[src/rtl/scl_tgen_pkg.sv]
package scl_tgen_pkg;

  typedef enum logic [2:0] {
    TG_IDLE  = 3'd0,
    TG_LEAD  = 3'd1,
    TG_PARK  = 3'd2,
    TG_LOW   = 3'd3,
    TG_HIGH  = 3'd4,
    TG_FREE  = 3'd5
  } tg_state_e;

  typedef enum logic [1:0] {
    OP_NOP   = 2'd0,
    OP_START = 2'd1,
    OP_BIT   = 2'd2,
    OP_STOP  = 2'd3
  } tg_op_e;

endpackage

[src/rtl/scl_field_split.sv]
module scl_field_split #(
  parameter int REG_W  = 32,
  parameter int N_REGS = 3,
  localparam int FW    = REG_W / 2
) (
  input  logic [N_REGS*REG_W-1:0] regs_flat,
  output logic [N_REGS*FW-1:0]    upper_flat,
  output logic [N_REGS*FW-1:0]    lower_flat
);

  // Each timing word carries two half-width fields.
  for (genvar i = 0; i < N_REGS; i++) begin : g_split
    assign upper_flat[i*FW +: FW] = regs_flat[i*REG_W + FW +: FW];
    assign lower_flat[i*FW +: FW] = regs_flat[i*REG_W +: FW];
  end

endmodule

[src/rtl/scl_phase_cnt.sv]
module scl_phase_cnt #(
  parameter int FW  = 16,
  localparam int CW = FW + 1
) (
  input  logic          clk,
  input  logic          rst_n,
  input  logic          load,
  input  logic [CW-1:0] load_lim,
  input  logic [FW-1:0] load_pos,
  input  logic          hold,
  output logic          at_pos,
  output logic          at_last
);

  logic [CW-1:0] cnt_q;
  logic [CW-1:0] lim_q;
  logic [FW-1:0] pos_q;
  logic [CW:0]   cnt_inc;

  // Limit and strobe position are captured once per phase.
  always_ff @(posedge clk or negedge rst_n) begin
    if (!rst_n) begin
      cnt_q <= '0;
      lim_q <= '0;
      pos_q <= '0;
    end else if (load) begin
      cnt_q <= '0;
      lim_q <= load_lim;
      pos_q <= load_pos;
    end else if (hold) begin
      cnt_q <= '0;
    end else if (cnt_q != '1) begin
      cnt_q <= cnt_q + 1'b1;
    end
  end

  assign cnt_inc = {1'b0, cnt_q} + {{CW{1'b0}}, 1'b1};
  assign at_last = cnt_inc >= {1'b0, lim_q};
  assign at_pos  = cnt_q == {1'b0, pos_q};

endmodule

[src/rtl/scl_seq_fsm.sv]
module scl_seq_fsm
  import scl_tgen_pkg::*;
#(
  parameter int FW         = 16,
  parameter int LOW_EXTRA  = 2,
  parameter int HIGH_EXTRA = 7,
  localparam int CW        = FW + 1
) (
  input  logic          clk,
  input  logic          rst_n,
  input  logic          cmd_valid,
  input  logic [1:0]    cmd_op,
  output logic          cmd_ready,
  input  logic          scl_in,
  input  logic [FW-1:0] high_cnt,
  input  logic [FW-1:0] rx_pos,
  input  logic [FW-1:0] low_cnt,
  input  logic [FW-1:0] tx_pos,
  input  logic [FW-1:0] free_cnt,
  input  logic [FW-1:0] lead_cnt,
  input  logic          at_pos,
  input  logic          at_last,
  output logic          load,
  output logic [CW-1:0] load_lim,
  output logic [FW-1:0] load_pos,
  output logic          hold,
  output logic          scl_drive_low,
  output logic          start_stb,
  output logic          drive_stb,
  output logic          sample_stb,
  output logic          bit_done,
  output logic          stop_stb,
  output logic          bus_idle
);

  tg_state_e state_q, state_d;
  tg_op_e    op_q, op_d;
  logic      take;
  logic      high_end;
  logic [CW-1:0] low_lim, high_lim, lead_lim, free_lim;

  assign low_lim  = {1'b0, low_cnt}  + CW'(LOW_EXTRA);
  assign high_lim = {1'b0, high_cnt} + CW'(HIGH_EXTRA);
  assign lead_lim = {1'b0, lead_cnt};
  assign free_lim = {1'b0, free_cnt};

  // Requests are accepted only while idle or parked.
  assign cmd_ready = (state_q == TG_IDLE) || (state_q == TG_PARK);
  assign take      = cmd_valid && cmd_ready;
  // A slave holding SCL low freezes the high count at zero.
  assign hold      = (state_q == TG_HIGH) && !scl_in;
  assign high_end  = (state_q == TG_HIGH) && at_last && scl_in;

  always_comb begin
    state_d  = state_q;
    op_d     = op_q;
    load     = 1'b0;
    load_lim = '0;
    load_pos = '0;
    unique case (state_q)
      TG_IDLE: begin
        if (take && cmd_op == OP_START) begin
          state_d  = TG_LEAD;
          load     = 1'b1;
          load_lim = lead_lim;
        end
      end
      TG_LEAD: begin
        if (at_last) state_d = TG_PARK;
      end
      TG_PARK: begin
        if (take && cmd_op != OP_NOP) begin
          state_d  = TG_LOW;
          op_d     = tg_op_e'(cmd_op);
          load     = 1'b1;
          load_lim = low_lim;
          load_pos = tx_pos;
        end
      end
      TG_LOW: begin
        if (at_last) begin
          state_d  = TG_HIGH;
          load     = 1'b1;
          load_lim = high_lim;
          load_pos = rx_pos;
        end
      end
      TG_HIGH: begin
        if (high_end) begin
          unique case (op_q)
            OP_START: begin
              state_d  = TG_LEAD;
              load     = 1'b1;
              load_lim = lead_lim;
            end
            OP_STOP: begin
              state_d  = TG_FREE;
              load     = 1'b1;
              load_lim = free_lim;
            end
            default: state_d = TG_PARK;
          endcase
        end
      end
      TG_FREE: begin
        if (at_last) state_d = TG_IDLE;
      end
      default: state_d = TG_IDLE;
    endcase
  end

  always_ff @(posedge clk or negedge rst_n) begin
    if (!rst_n) begin
      state_q <= TG_IDLE;
      op_q    <= OP_NOP;
    end else begin
      state_q <= state_d;
      op_q    <= op_d;
    end
  end

  assign scl_drive_low = (state_q == TG_LOW) || (state_q == TG_PARK);
  assign bus_idle      = state_q == TG_IDLE;
  assign drive_stb     = (state_q == TG_LOW) && at_pos;
  assign sample_stb    = (state_q == TG_HIGH) && at_pos && scl_in;
  assign bit_done      = high_end && (op_q == OP_BIT);
  assign stop_stb      = high_end && (op_q == OP_STOP);
  assign start_stb     = (high_end && (op_q == OP_START)) ||
                         ((state_q == TG_IDLE) && take && (cmd_op == OP_START));

endmodule

[src/rtl/scl_timing_gen.sv]
module scl_timing_gen #(
  parameter int REG_W      = 32,
  parameter int LOW_EXTRA  = 2,
  parameter int HIGH_EXTRA = 7
) (
  input  logic             clk,
  input  logic             rst_n,
  input  logic [REG_W-1:0] timing0,
  input  logic [REG_W-1:0] timing1,
  input  logic [REG_W-1:0] timing2,
  input  logic             cmd_valid,
  input  logic [1:0]       cmd_op,
  output logic             cmd_ready,
  input  logic             scl_in,
  output logic             scl_drive_low,
  output logic             start_stb,
  output logic             drive_stb,
  output logic             sample_stb,
  output logic             bit_done,
  output logic             stop_stb,
  output logic             bus_idle
);

  localparam int FW     = REG_W / 2;
  localparam int CW     = FW + 1;
  localparam int N_REGS = 3;

  logic [N_REGS*FW-1:0] upper_f, lower_f;
  logic                 load, hold, at_pos, at_last;
  logic [CW-1:0]        load_lim;
  logic [FW-1:0]        load_pos;

  scl_field_split #(.REG_W(REG_W), .N_REGS(N_REGS)) u_split (
    .regs_flat  ({timing2, timing1, timing0}),
    .upper_flat (upper_f),
    .lower_flat (lower_f)
  );

  scl_phase_cnt #(.FW(FW)) u_cnt (
    .clk      (clk),
    .rst_n    (rst_n),
    .load     (load),
    .load_lim (load_lim),
    .load_pos (load_pos),
    .hold     (hold),
    .at_pos   (at_pos),
    .at_last  (at_last)
  );

  scl_seq_fsm #(
    .FW(FW), .LOW_EXTRA(LOW_EXTRA), .HIGH_EXTRA(HIGH_EXTRA)
  ) u_fsm (
    .clk           (clk),
    .rst_n         (rst_n),
    .cmd_valid     (cmd_valid),
    .cmd_op        (cmd_op),
    .cmd_ready     (cmd_ready),
    .scl_in        (scl_in),
    .high_cnt      (upper_f[0*FW +: FW]),
    .rx_pos        (lower_f[0*FW +: FW]),
    .low_cnt       (upper_f[1*FW +: FW]),
    .tx_pos        (lower_f[1*FW +: FW]),
    .free_cnt      (upper_f[2*FW +: FW]),
    .lead_cnt      (lower_f[2*FW +: FW]),
    .at_pos        (at_pos),
    .at_last       (at_last),
    .load          (load),
    .load_lim      (load_lim),
    .load_pos      (load_pos),
    .hold          (hold),
    .scl_drive_low (scl_drive_low),
    .start_stb     (start_stb),
    .drive_stb     (drive_stb),
    .sample_stb    (sample_stb),
    .bit_done      (bit_done),
    .stop_stb      (stop_stb),
    .bus_idle      (bus_idle)
  );

endmodule

[config.mk]
export PLATFORM = sky130hd
export DESIGN_NAME = scl_timing_gen
export DESIGN_NICKNAME = d
export VERILOG_FILES = /design/src/rtl/scl_tgen_pkg.sv /design/src/rtl/scl_field_split.sv /design/src/rtl/scl_phase_cnt.sv /design/src/rtl/scl_seq_fsm.sv /design/src/rtl/scl_timing_gen.sv
export SDC_FILE = /design/constraint.sdc
export NUM_CORES = 1
export LEC_CHECK = 0
export ABC_AREA = 0
export ABC_CLOCK_PERIOD_IN_PS = 8770
export BUFFER_PORTS_ARGS = -buffer_cell sky130_fd_sc_hd__clkbuf_2
export CAP_MARGIN = 20
export CORE_AREA = 5 5 87 109
export DETAILED_ROUTE_END_ITERATION = 8
export DIE_AREA = 0 0 92 114
export PLACE_DENSITY = 0.79
export SLEW_MARGIN = 40
export SYNTH_ARGS = -nofsm -noshare
export SYNTH_HDL_FRONTEND = slang
export SYNTH_SLANG_ARGS = --single-unit
[constraint.sdc]
create_clock -name clk -period 8.77 [get_ports clk]
set_clock_uncertainty 0.15 [all_clocks]
set_input_delay 1.3155 -clock clk [delete_from_list [all_inputs] [get_ports clk]]
set_output_delay 1.3155 -clock clk [all_outputs]
set_load 0.1 [all_outputs]
After elaboration in Yosys (flattened, before gate mapping)
Cells that the tools add are included.
- logic and storage cells: 77
- register bits: 55
- add/sub/neg operators: 4
- reduce and logical (&&, ||, !) cells: 24
- magnitude comparators: 1
- multiplexer cells: 26
- eq/ne operators: 17
- operator list (kind ; count):
    17-bit 2-to-1 mux ; 6
    17-bit one-hot mux with 4 select lines ; 1
    16-bit one-hot mux with 2 select lines ; 2
    16-bit 2-to-1 mux ; 3
    17-bit by 1-bit adder with 18-bit output (second input constant) ; 1
    18-bit by 17-bit >= comparator with 1-bit output ; 1
    3-bit 2-to-1 mux ; 6
    3-bit one-hot mux with 6 select lines ; 1
    16-bit by 2-bit adder with 17-bit output (second input constant) ; 1
    16-bit by 3-bit adder with 17-bit output (second input constant) ; 1
    17-bit by 1-bit adder with 17-bit output (second input constant) ; 1
    17-bit by 16-bit == test with 1-bit output ; 1
    17-bit inequality test (second input constant) ; 1
    1-bit logical AND ; 14
    2-bit by 1-bit inequality test with 1-bit output (second input constant) ; 5
    3-bit by 2-bit == test with 1-bit output (second input constant) ; 2
    3-bit == test (second input constant) ; 2
    3-bit one-hot mux with 2 select lines ; 1
    6-bit AND reduction ; 1
    1-bit 2-to-1 mux ; 5
    2-bit by 1-bit == test with 1-bit output (second input constant) ; 2
    2-bit == test (second input constant) ; 2
    1-bit one-hot mux with 4 select lines ; 1
    3-bit by 1-bit == test with 1-bit output (second input constant) ; 1
    other kinds (8) ; 10

Logic depth before layout (Yosys ltp)
Gate-level depths: netlist of the first run.
- word-level depth: 7
- gate-level depth with buffers: 16

Modules after synthesis
A second synthesis of the first run with hierarchy kept.
- cell total of the unflattened synthesis: 596
- area total of the unflattened synthesis: 5053.6 um^2
- modules (own cells, without submodules) (module ; times used ; area each (um^2) ; cells an instance):
    scl_phase_cnt ; 1 ; 2882.8 ; 295
    scl_seq_fsm ; 1 ; 1450.1 ; 205
    scl_field_split ; 1 ; 720.7 ; 96

Least setup slack after synthesis of the first run
Ideal clock, no wire load.
- kind: reg2out
- start: reg u_cnt.cnt_q[0]
- end: out bit_done
- buffers on the path: 0
- stages on the path, launching flop included: 14
- setup slack: 1486 ps
- arrival time: 5818 ps
- required time: 7305 ps
- cells stage by stage: dfrtp_1 ha_1 nand3_1 nor2_1 and3_1 nand3_1 xnor2_1 ha_1 nand2_1 o21ai_0 o211ai_1 a21boi_1 nor3_1 nor4b_1
- word-level cells in the longest chain between the ends: 5
- RTL lines (what ; RTL line ; RTL):
    start, declared ; scl_phase_cnt.sv:15 ; logic [CW-1:0] cnt_q;
    start signal, assigned ; scl_phase_cnt.sv:33 ; cnt_q <= cnt_q + 1'b1;
    17-bit by 1-bit adder with 18-bit output ; scl_phase_cnt.sv:37 ; assign cnt_inc = {1'b0, cnt_q} + {{CW{1'b0}}, 1'b1};
    18-bit by 17-bit >= comparator with 1-bit output ; scl_phase_cnt.sv:38 ; assign at_last = cnt_inc >= {1'b0, lim_q};
    1-bit logical AND (2 in series) ; scl_seq_fsm.sv:52 ; assign high_end = (state_q == TG_HIGH) && at_last && scl_in;
    1-bit logical AND ; scl_seq_fsm.sv:126 ; assign bit_done = high_end && (op_q == OP_BIT);
    end, declared ; scl_timing_gen.sv:19 ; output logic bit_done,
No other way between the ends.

Worst setup path after layout of the first run
Same ends and word-level chain as after synthesis.

==> flow_summary_export.csv, run 1 <==
group,metric,value,unit
outcome,status,"completed",
finish,final_common_cell,"clkbuf_2",
global_route,grt_pass1_wl,19.9,mm
global_route,overflow,0,
placed_design,io_buffers,109,
placed_design,dp_hpwl,9.71,mm
finish,final_util,0.594,
setup_path,worstPathRequired,7.30,ns
synthesis,synth.yosys.seq_area_share,0.317,
detailed_routing,drt_iter0_drc,235,
finish,antenna_cells,0,
pwr,p_clk_frac,0.139,
min_path,worstHoldPathType,"reg -> reg",
timing,tns,0,ns
min_path,hold_depth,1,
synthesis,ys_seq_elements,55,
global_route,grt_use_total,0.234,
timing,max_slew_margin,0.431,
detailed_routing,vias,4194,
clock_network,cts_sinks,55,
detailed_routing,wl_met3,701,µm
synthesis,synth_cell_types,57,
synthesis,yosys-top-cells-area,"dfrtp_1, xnor2_1, xor2_1",
clock_network,ctsResizeCount,0,
synthesis,syn_area,4350,µm²
pwr,peakVddDrop,0.0994,mV
placed_design,pre_cts_ws,3.40,ns
setup_path,critPathMaxFanout,7,
floorplan,die_x,92,µm
timing,finalHoldViolCount,0,
detailed_routing,viasPerCell,5.85,
timing,max_slew.worst_pin.slew,0.845,ns
timing,fmax,173,MHz
timing,rsz0062_at_grt,"false",
clock_network,cts_tree,"yes",
timing,maxSlewViolCount,0,
synthesis,synthArstFlopShare,1.00,
floorplan,core-area,8460,µm²
detailed_routing,wl_met2,6.23,mm
clock_network,clk_pin_slew,0.10,ns
global_route,grt_max_degree,56,
setup_path,r2r-end,"u_cnt.lim_q[8]$_DFFE_PN0P_",
finish,fillers,775,
finish,multi_input_area,2670,µm²
timing,setup_ws,2.97,ns
floorplan,die-area,10500,µm²
setup_path,worst_setup_path_start_kind,"register",
placed_design,routabilityCongestion,0.982,
clock_network,clock_path_buffers,2,
min_path,min_to,"u_cnt.lim_q[13]$_DFFE_PN0P_",
finish,fin_nets,739,
detailed_routing,first_pass_iters,5,
setup_path,cp-end-kind,"output pin",
pwr,switching_power,554,µW
finish,seq_area,1380,µm²
setup_path,reg2reg_from,"u_cnt.cnt_q[0]$_DFFE_PN0P_",
floorplan,fp.dieH,114,µm
pwr,leakage,2.45,nW
synthesis,synth_top_area_frac,0.317,
placed_design,placedCellCount,709,
detailed_routing,highest_layer,"met4",
global_route,grt_pass1_vias,4311,
detailed_routing,wl_per_cell,17.1,µm
clock_network,clk_latency,0.31,ns
pwr,p_per_area,246,nW/µm²
timing,min_period,5.80,ns
finish,syn_to_final_growth,15.7,%
synthesis,synth_top_area_cell,"dfrtp_1",
pwr,fin_total_pwr,1.24,mW
setup_path,crit_type,"reg -> out",
detailed_routing,drtAntennaViolNets,0,
floorplan,ioPinCount,110,
detailed_routing,m1WireLength,4.73,mm
pwr,switching_share,0.447,
detailed_routing,drc,0,
finish,layout.cells.non_filler,717,
clock_network,htree_levels,2,
detailed_routing,drt_wl_total,12.2,mm
pwr,p_seq_frac,0.378,
synthesis,synth_edf_count,0,
finish,drive_gt1_frac,0.217,
setup_path,arrival,4.33,ns
synthesis,synth_nets,646,
synthesis,syn_inst,523,
setup_path,r2r_slack,4.37,ns
timing,finalCritPeriodShare,0.661,
finish,mostFrequentLayoutCells,"clkbuf_2, dfrtp_1, nor2_1",
synthesis,yosysWarnings,0,
pwr,power_frac_comb,0.483,
clock_network,numCtsBuffers,5,
synthesis,synthFlopType,"dfrtp_1",
floorplan,initial_core_util,0.514,
pwr,internal_power,686,µW
timing,setup_viol,0,
clock_network,postCtsSetupRepairBufs,0,
flow_run,drv_cap,0,
min_path,min_from,"u_cnt.lim_q[13]$_DFFE_PN0P_",
global_route,antenna_found_initial,0,
synthesis,syn_avg_cell_area,8.31,µm²
clock_network,hold_buffers,0,
clock_network,clockRootBuffer,"clkbuf_8",
floorplan,row_count,38,
setup_path,ff2ff_path_depth,14,
[per-stage QoR]
stage / instance area (µm²) / hold slack [ns]
floorplan: 4350 / 0.309
global placement: 4910 / 0.339
detailed placement: 4920 / 0.345
CTS: 5030 / 0.365
global route: 5030 / 0.386
finish: 5030 / 0.362
[cells by family (layout without fill, tap and decap cells)]
| group | Yosys count | after routing | share of synthesized area |
|---|---|---|---|
| DFF | 55 | 55 | 0.317 |
| and+or+nand+nor | 178 | 178 | 0.197 |
| xor gates and xnor gates | 71 | 71 | 0.143 |
| adders and majority gates | 21 | 21 | 0.0604 |
| muxes | 9 | 9 | 0.0222 |
| AOI/OAI and AO/OA | 117 | 117 | 0.190 |
| buffers and inverters | 72 | 166 | 0.0708 |
[worst max path at each step]
stage | cells after the start | slack, ns | startpoint | to
floorplan | 13 | 1.49 | u_cnt.cnt_q[0]$_DFFE_PN0P_ | bit_done
global placement | 15 | 3.57 | u_cnt.cnt_q[0]$_DFFE_PN0P_ | bit_done
detailed placement | 15 | 3.40 | u_cnt.cnt_q[0]$_DFFE_PN0P_ | bit_done
CTS | 15 | 3.00 | u_cnt.cnt_q[0]$_DFFE_PN0P_ | bit_done
global route | 15 | 2.60 | u_cnt.cnt_q[0]$_DFFE_PN0P_ | bit_done
finish | 15 | 2.97 | u_cnt.cnt_q[0]$_DFFE_PN0P_ | bit_done
[per-layer routing]
layer	global-route usage	up-vias
met4	0.118	0
met2	0.423	174
met5	0	-
met3	0.0237	39
li1	-	2024
met1	0.275	1957
[cell usage after synthesis, types with 2 or more instances]
| cell | n |
|---|---|
| dfrtp_1 | 55 |
| nor2_1 | 50 |
| nand2_1 | 47 |
| inv_1 | 44 |
| o21ai_0 | 36 |
| xnor2_1 | 36 |
| xor2_1 | 35 |
| a22oi_1 | 25 |
| ha_1 | 21 |
| and3_1 | 15 |
| nand3_1 | 14 |
| nand4_1 | 13 |
| nor3_1 | 13 |
| a21oi_1 | 11 |
| clkbuf_1 | 11 |
| buf_2 | 10 |
| a31oi_1 | 7 |
| mux2i_1 | 7 |
| nand2b_1 | 5 |
| o221ai_1 | 5 |
| a221o_1 | 4 |
| a222oi_1 | 4 |
| nor2b_1 | 4 |
| o21a_1 | 4 |
| nor4_1 | 3 |
| a211o_1 | 2 |
| a211oi_1 | 2 |
| a22o_1 | 2 |
| a41oi_1 | 2 |
| and2_1 | 2 |
| buf_4 | 2 |
| buf_6 | 2 |
| clkbuf_2 | 2 |
| nor3b_1 | 2 |
| o22ai_1 | 2 |
| o31ai_1 | 2 |
| or3_1 | 2 |
[state kept, by name, summed over array words and instances (netlist names)]
name           flops
u_cnt.cnt_q       17
u_cnt.lim_q       17
u_cnt.pos_q       16
u_fsm.op_q         2
u_fsm.state_q      3
[worst max-delay path, stage by stage, from the launching register on]
cell	delay [ns]
dfrtp_1	0.49
ha_1	0.26
nand3_1	0.22
nor2_1	0.33
and3_1	0.27
nand3_1	0.11
xnor2_1	0.15
ha_1	0.28
nand2_1	0.08
o21ai_0	0.18
o211ai_1	0.13
a21boi_1	0.43
nor3_1	0.12
buf_4	0.19
nor4b_1	0.27
clkbuf_2	0.50
[power groups by stage]
stage	registers [mW]	clock network (mW)	logic, mW
2_1_floorplan	0.409	0	0.493
3_3_place_gp	0.465	0	0.579
3_5_place_dp	0.471	0	0.594
4_1_cts	0.467	0.174	0.600
5_1_grt	0.481	0.181	0.669
6_report	0.468	0.172	0.599
[cell type report]
| class | count | area share |
|---|---|---|
| multi-input cells | 396 | 0.530 |
| flip-flops and latches | 55 | 0.274 |
| repair buffers | 114 | 0.116 |
| inverters | 44 | 0.0328 |
| well taps | 100 | 0.0249 |
| clock buffers | 5 | 0.0137 |
| clock inverters | 3 | 0.00871 |
Note: power is estimated with default switching activity, not from simulation.
==> run 2, diff against run 1 <==
--- a/config.mk
+++ b/config.mk
@@ -5,14 +5,14 @@
 export SDC_FILE = /design/constraint.sdc
 export NUM_CORES = 1
 export LEC_CHECK = 0
-export ABC_AREA = 0
-export ABC_CLOCK_PERIOD_IN_PS = 8770
+export ABC_AREA = 1
+export ABC_CLOCK_PERIOD_IN_PS = 5400
 export BUFFER_PORTS_ARGS = -buffer_cell sky130_fd_sc_hd__clkbuf_2
 export CAP_MARGIN = 20
-export CORE_AREA = 5 5 87 109
+export CORE_AREA = 5 5 93 116
 export DETAILED_ROUTE_END_ITERATION = 8
-export DIE_AREA = 0 0 92 114
-export PLACE_DENSITY = 0.79
+export DIE_AREA = 0 0 98 121
+export PLACE_DENSITY = 0.78
 export SLEW_MARGIN = 40
 export SYNTH_ARGS = -nofsm -noshare
 export SYNTH_HDL_FRONTEND = slang
==> constraint.sdc (replaced) <==
create_clock -name clk -period 5.4 [get_ports clk]
set_clock_uncertainty 0.15 [all_clocks]
set_input_delay 0.81 -clock clk [delete_from_list [all_inputs] [get_ports clk]]
set_output_delay 0.81 -clock clk [all_outputs]
set_load 0.1 [all_outputs]
==> run 2 against run 1 <==
  * Critical path type unchanged
  * Worst setup slack worse by 2.4 ns
  * Count of clock-buffer cells in the layout rose by 1
  * Power up 64%
  * Highest routed layer unchanged
  * Sequential power grew 46%
  * First-iteration DRC count increased by 30%
  * Wire length increased by 9.8%
  * Register-to-register slack worse by 3.3 ns
  * Hold slack worse by 0.010 ns
  * Flip-flop and latch count unchanged
  * Non-clock buffer count decreased by 1
  * Clock power is 90% higher
==> flow_summary_export.csv, run 2 <==
group,metric,value,unit
detailed_routing,first_pass_iters,6,
pwr,internal_power,1.08,mW
timing,max_slew.worst_pin.slew,0.832,ns
setup_path,critPathMostFrequentCell,"nand2_1",
synthesis,syn_area,5010,µm²
clock_network,cts_tree,"yes",
synthesis,synthArstFlopShare,1.00,
timing,finalCritPeriodShare,0.892,
synthesis,yosys-top-cells-area,"dfrtp_1, nand2_1, inv_1",
clock_network,clk_latency,0.30,ns
floorplan,die_x,98,µm
pwr,p_clk_frac,0.160,
synthesis,synthTopCellsByCount,"nand2_1, inv_1, nand3_1, nor2_1, dfrtp_1",
setup_path,crit_chain,"ha_1 -> nand2_1 -> nor2_1 -> nand3_1 -> nor2_2 -> nand3_1 -> nor2_1 -> nand2_1 -> xor2_1 -> ha_1 -> nand2_1 -> inv_1 -> nand3_1 -> o31a_1 -> nand2_1 -> nand2_1 -> nand2_4 -> nand2_1 -> o21ai_1 -> clkbuf_2",
clock_network,cts_sinks,55,
setup_path,worst_setup_path_start_kind,"register",
setup_path,cp-end-kind,"output pin",
placed_design,routabilityCongestion,0.975,
finish,final_common_cell,"nand2_1",
finish,fin_nets,1003,
setup_path,cpPeakStageDelay,0.48,ns
pwr,p_per_area,355,nW/µm²
detailed_routing,drt_wl_total,13.5,mm
floorplan,fp.dieH,121,µm
floorplan,row_count,40,
timing,max_slew_margin,0.445,
synthesis,synth_top_area_cell,"dfrtp_1",
synthesis,synth_edf_count,0,
detailed_routing,viasPerCell,5.16,
finish,reg_top3,"u_cnt.cnt_q (17), u_cnt.lim_q (17), u_cnt.pos_q (16)",
setup_path,crit_type,"reg -> out",
global_route,grt_pass1_wl,22.1,mm
detailed_routing,drtAntennaViolNets,0,
synthesis,synth_cell_types,46,
floorplan,die-area,11900,µm²
clock_network,postCtsSetupRepairBufs,0,
pwr,p_seq_frac,0.336,
timing,rsz0062_at_grt,"false",
detailed_routing,drt_iter0_drc,306,
placed_design,dp_hpwl,10.8,mm
setup_path,worstPathRequired,4.44,ns
finish,antenna_cells,0,
flow_run,drv_cap,0,
pwr,peakVddDrop,0.334,mV
pwr,power_frac_comb,0.504,
min_path,hold_depth,2,
timing,setup_viol,0,
finish,syn_to_final_growth,14.4,%
floorplan,initial_core_util,0.524,
clock_network,clock_path_buffers,2,
clock_network,ctsResizeCount,0,
setup_path,critPathSlowestCell,"clkbuf_2",
synthesis,synth.yosys.seq_area_share,0.275,
min_path,worstHoldPathType,"reg -> reg",
pwr,leakage,3.25,nW
floorplan,ioPinCount,110,
timing,tns,0,ns
synthesis,syn_inst,786,
detailed_routing,drc,0,
timing,min_period,4.82,ns
timing,finalHoldViolCount,0,
synthesis,post-synth-top-count-cell,"nand2_1",
synthesis,syn_avg_cell_area,6.38,µm²
detailed_routing,wl_per_cell,13.4,µm
clock_network,hold_buffers,0,
setup_path,ff2ff_path_depth,21,
setup_path,arrival,3.86,ns
pwr,switching_share,0.471,
global_route,grt_use_total,0.225,
timing,maxSlewViolCount,0,
pwr,switching_power,959,µW
outcome,status,"completed",
synthesis,yosysWarnings,0,
global_route,grt_max_degree,56,
clock_network,numCtsBuffers,5,
finish,drive_gt1_frac,0.167,
synthesis,synth_nets,909,
synthesis,synthFlopType,"dfrtp_1",
clock_network,htree_levels,2,
setup_path,critPathMaxFanout,7,
synthesis,ys_seq_elements,55,
detailed_routing,vias,5199,
clock_network,clk_pin_slew,0.07,ns
global_route,overflow,0,
finish,multi_input_area,2920,µm²
floorplan,core-area,9560,µm²
finish,fin_area,5740,µm²
finish,mostFrequentLayoutCells,"nand2_1, inv_1, clkbuf_2",
placed_design,dpl_cell_area,5590,µm²
finish,seq_area,1380,µm²
global_route,grt_pass1_vias,4937,
placed_design,io_buffers,109,
clock_network,clockRootBuffer,"clkbuf_16",
finish,fillers,941,
global_route,antenna_found_initial,0,
timing,fmax,208,MHz
synthesis,synth_top_area_frac,0.275,
run 2: power by group through the flow:
stage	Combinational [mW]	Clock, mW	Sequential, mW
2_1_floorplan	0.810	0	0.652
3_3_place_gp	1.01	0	0.686
3_5_place_dp	1.03	0	0.692
4_1_cts	1.03	0.332	0.683
5_1_grt	1.17	0.345	0.704
6_report	1.03	0.326	0.684
run 2: area by class of cell:
class	count	area share
clock buffer	6	0.0225
clock inverter	2	0.00305
inverter	149	0.0975
multi-input combinational	556	0.509
sequential	55	0.240
tap	126	0.0275
timing repair buffer	113	0.100
run 2: layer usage:
| metal | wire, µm | track usage | vias to the layer above |
|---|---|---|---|
| met5 | 0 | 0 | - |
| met4 | 384 | 0.0840 | 0 |
| met3 | 756 | 0.0368 | 26 |
| met1 | 5690 | 0.281 | 2335 |
| li1 | - | - | 2670 |
| met2 | 6620 | 0.388 | 168 |
run 2: worst paths after layout:
kind | startpoint | slack (ns) | end
worst max-delay path | u_cnt.cnt_q[0]$_DFFE_PN0P_ | 0.58 | start_stb
worst min-delay path | u_cnt.lim_q[9]$_DFFE_PN0P_ | 0.35 | u_cnt.lim_q[9]$_DFFE_PN0P_
worst max register to register | u_cnt.cnt_q[0]$_DFFE_PN0P_ | 1.10 | u_cnt.cnt_q[8]$_DFFE_PN0P_
worst min register to register | u_cnt.lim_q[9]$_DFFE_PN0P_ | 0.35 | u_cnt.lim_q[9]$_DFFE_PN0P_
max in group asynchronous | rst_n | 4.15 | u_cnt.cnt_q[14]$_DFFE_PN0P_
min in group asynchronous | rst_n | 0.49 | u_cnt.lim_q[11]$_DFFE_PN0P_
run 2: worst max-delay path: cells and delay by family (launching register included):
family | cells | cell delay, ns
and+or+nand+nor | 13 | 1.43
DFF | 1 | 0.45
adders and majority gates | 2 | 0.49
xor gates and xnor gates | 1 | 0.16
AOI/OAI and AO/OA | 2 | 0.48
buffers and inverters | 2 | 0.54
run 2: through the flow:
| stage | util | hold WS (ns) | cells | power, mW | worst slack, ns |
|---|---|---|---|---|---|
| floorplan | - | 0.319 | 786 | 1.46 | 0.457 |
| global placement | 0.585 | 0.335 | 999 | 1.70 | 0.969 |
| detailed placement | 0.585 | 0.341 | 999 | 1.72 | 0.891 |
| CTS | 0.600 | 0.357 | 1007 | 2.05 | 0.568 |
| global route | 0.600 | 0.382 | 1007 | 2.22 | 0.149 |
| finish | 0.600 | 0.352 | 1007 | 2.04 | 0.584 |
run 2: kinds of logic (layout without fill, tap and decap cells):
kind of cell | after synthesis | after routing | share of synthesized area
buf+inv | 175 | 270 | 0.144
simple gates | 414 | 414 | 0.360
flops | 55 | 55 | 0.275
compound gates | 90 | 90 | 0.113
xor+xnor | 31 | 31 | 0.0557
fa+ha+maj | 21 | 21 | 0.0524
==> run 3, diff against run 2 <==
--- a/config.mk
+++ b/config.mk
@@ -6,7 +6,7 @@
 export NUM_CORES = 1
 export LEC_CHECK = 0
 export ABC_AREA = 1
-export ABC_CLOCK_PERIOD_IN_PS = 5400
+export ABC_CLOCK_PERIOD_IN_PS = 6100
 export BUFFER_PORTS_ARGS = -buffer_cell sky130_fd_sc_hd__clkbuf_2
 export CAP_MARGIN = 20
 export CORE_AREA = 5 5 93 116
==> constraint.sdc (replaced) <==
create_clock -name clk -period 6.1 [get_ports clk]
set_clock_uncertainty 0.15 [all_clocks]
set_input_delay 0.915 -clock clk [delete_from_list [all_inputs] [get_ports clk]]
set_output_delay 0.915 -clock clk [all_outputs]
set_load 0.1 [all_outputs]
==> run 3 against run 2 <==
  * Worst setup slack improved by 0.033 ns
  * Via count down 0.33%
  * Clock power fell by 11%
  * Highest routed layer unchanged
  * Wire length up 0.33%
  * Non-clock buffer count decreased by 1
  * Power shrank 11%
  * Global-route usage rose by 0.42 points
==> flow_summary_export.csv, run 3 (synthesized netlist as in run 2, its figures left out) <==
group,metric,value,unit
outcome,status,"completed",
setup_path,worst_setup_path_start_kind,"register",
global_route,grt_pass1_vias,4871,
floorplan,fp.dieH,121,µm
finish,final_util,0.599,
clock_network,cts_tree,"yes",
floorplan,die-area,11900,µm²
global_route,grt_pass1_wl,22.4,mm
clock_network,numCtsBuffers,5,
placed_design,dp_hpwl,10.9,mm
setup_path,crit_type,"reg -> out",
detailed_routing,first_pass_iters,4,
finish,syn_to_final_growth,14.3,%
placed_design,routabilityCongestion,0.960,
clock_network,postCtsSetupRepairBufs,0,
setup_path,worstPathRequired,5.03,ns
timing,finalCritPeriodShare,0.899,
finish,final_common_cell,"nand2_1",
global_route,grt_use_total,0.229,
finish,layout.cells.non_filler,1006,
setup_path,arrival,4.42,ns
pwr,leakage,3.25,nW
setup_path,ff2ff_path_depth,20,
finish,reg_top3,"u_cnt.cnt_q (17), u_cnt.lim_q (17), u_cnt.pos_q (16)",
clock_network,clock_path_buffers,2,
setup_path,cpPeakStageDelay,0.48,ns
setup_path,r2r-end,"u_cnt.cnt_q[9]$_DFFE_PN0P_",
clock_network,clk_latency,0.30,ns
global_route,grt_use_met3,0.0322,
global_route,grt_max_degree,56,
setup_path,cp-end-kind,"output pin",
floorplan,core-area,9560,µm²
detailed_routing,drtAntennaViolNets,0,
global_route,grtUsageMet2,0.390,
placed_design,io_buffers,109,
timing,rsz0062_at_grt,"false",
setup_path,critPathMostFrequentCell,"nand2_1",
finish,mostFrequentLayoutCells,"nand2_1, inv_1, clkbuf_2",
finish,fin_nets,1002,
detailed_routing,vias,5182,
finish,drive_gt1_frac,0.165,
global_route,antenna_found_initial,0,
detailed_routing,wl_per_cell,13.4,µm
pwr,p_per_area,316,nW/µm²
setup_path,critPathMaxFanout,50,
timing,fmax,182,MHz
detailed_routing,drc,0,
finish,antenna_cells,0,
clock_network,hold_buffers,0,
min_path,hold_depth,2,
global_route,overflow,0,
min_path,worstHoldPathType,"reg -> reg",
clock_network,clk_pin_slew,0.07,ns
timing,setup_viol,0,
clock_network,htree_levels,2,
floorplan,die_x,98,µm
clock_network,clockRootBuffer,"clkbuf_16",
min_path,min_from,"u_cnt.lim_q[9]$_DFFE_PN0P_",
placed_design,placedCellCount,997,
detailed_routing,drt_iter0_drc,287,
clock_network,ctsResizeCount,0,
setup_path,critPathSlowestCell,"clkbuf_2",
timing,tns,0,ns
floorplan,initial_core_util,0.524,
flow_run,drv_cap,0,
clock_network,cts_sinks,55,
setup_path,reg2reg_from,"u_cnt.cnt_q[0]$_DFFE_PN0P_",
setup_path,crit_chain,"ha_1 -> nand2_1 -> nor2_1 -> nand3_1 -> nor2_2 -> nand3_1 -> nor2_1 -> nand2_1 -> xor2_1 -> ha_1 -> nand2_1 -> inv_1 -> nand3_1 -> o31a_1 -> nand2_1 -> nand2_1 -> nand2_4 -> nand2_1 -> o21ai_0 -> clkbuf_2",
global_route,met1_usage,0.294,
detailed_routing,drt_wl_total,13.5,mm
timing,min_period,5.48,ns
global_route,busiest_layer,"met2",
timing,maxSlewViolCount,0,
pwr,peakVddDrop,0.390,mV
floorplan,ioPinCount,110,
detailed_routing,viasPerCell,5.15,
min_path,min_to,"u_cnt.lim_q[9]$_DFFE_PN0P_",
timing,max_slew.worst_pin.slew,0.787,ns
timing,max_slew_margin,0.475,
setup_path,r2r_slack,1.87,ns
floorplan,row_count,40,
timing,finalHoldViolCount,0,
==> run 3: cell count changes in the layout (fill, tap and decap cells not counted) <==
cell | previous run | this run
buf_8 | 0 | 1
nor3_1 | 9 | 10
nor3_2 | 2 | 1
buf_4 | 4 | 2
o21ai_0 | 37 | 38
o21ai_1 | 2 | 1
==> run 3: worst max-delay path: cells and delay by family (launching register included) <==
family / cells / cell delay (ns)
buf+inv: 2 / 0.54
flops: 1 / 0.47
xor+xnor: 1 / 0.15
compound gates: 2 / 0.52
simple gates: 13 / 1.91
fa+ha+maj: 2 / 0.50
==> run 3: final cells by class <==
| class | instances | area [µm²] |
|---|---|---|
| clock buffer | 6 | 129 |
| inverter | 149 | 559 |
| multi-input combinational | 556 | 2920 |
| clock inverter | 2 | 17.5 |
| fill | 949 | 3830 |
| sequential | 55 | 1380 |
| timing repair buffer | 112 | 576 |
| tap | 126 | 158 |
==> run 3: where the power goes <==
group	switching, mW	internal [mW]
Sequential	0.118	0.492
Clock	0.135	0.154
Combinational	0.601	0.309
==> run 3: per-stage QoR <==
stage                     cell area, µm²  setup WS (ns)  hold slack [ns]  total power [mW]
after detailed placement            5570          0.959            0.337              1.52
after CTS                           5720          0.624            0.353              1.81
after floorplan                     5010          0.310            0.319              1.29
final                               5730          0.617            0.349              1.81
after global routing                5730          0.151            0.386              1.98
after global placement              5570           1.09            0.333              1.50
==> run 3: worst max-delay path by stage <==
| stage | start | end | slack, ns |
|---|---|---|---|
| final | u_cnt.cnt_q[0]$_DFFE_PN0P_ | start_stb | 0.62 |
| after global routing | u_cnt.cnt_q[0]$_DFFE_PN0P_ | start_stb | 0.15 |
| after CTS | u_cnt.cnt_q[0]$_DFFE_PN0P_ | start_stb | 0.62 |
| after detailed placement | u_cnt.cnt_q[0]$_DFFE_PN0P_ | start_stb | 0.96 |
| after global placement | u_cnt.cnt_q[0]$_DFFE_PN0P_ | start_stb | 1.09 |
| after floorplan | u_cnt.cnt_q[0]$_DFFE_PN0P_ | start_stb | 0.31 |
==> run 3: layer usage <==
layer  share of wire  wire, µm  vias to the layer above
met5               0         0                        -
met3           0.052       704                       25
met4           0.030       408                        0
met1            0.43      5750                     2326
met2            0.49      6640                      155
li1                -         -                     2676
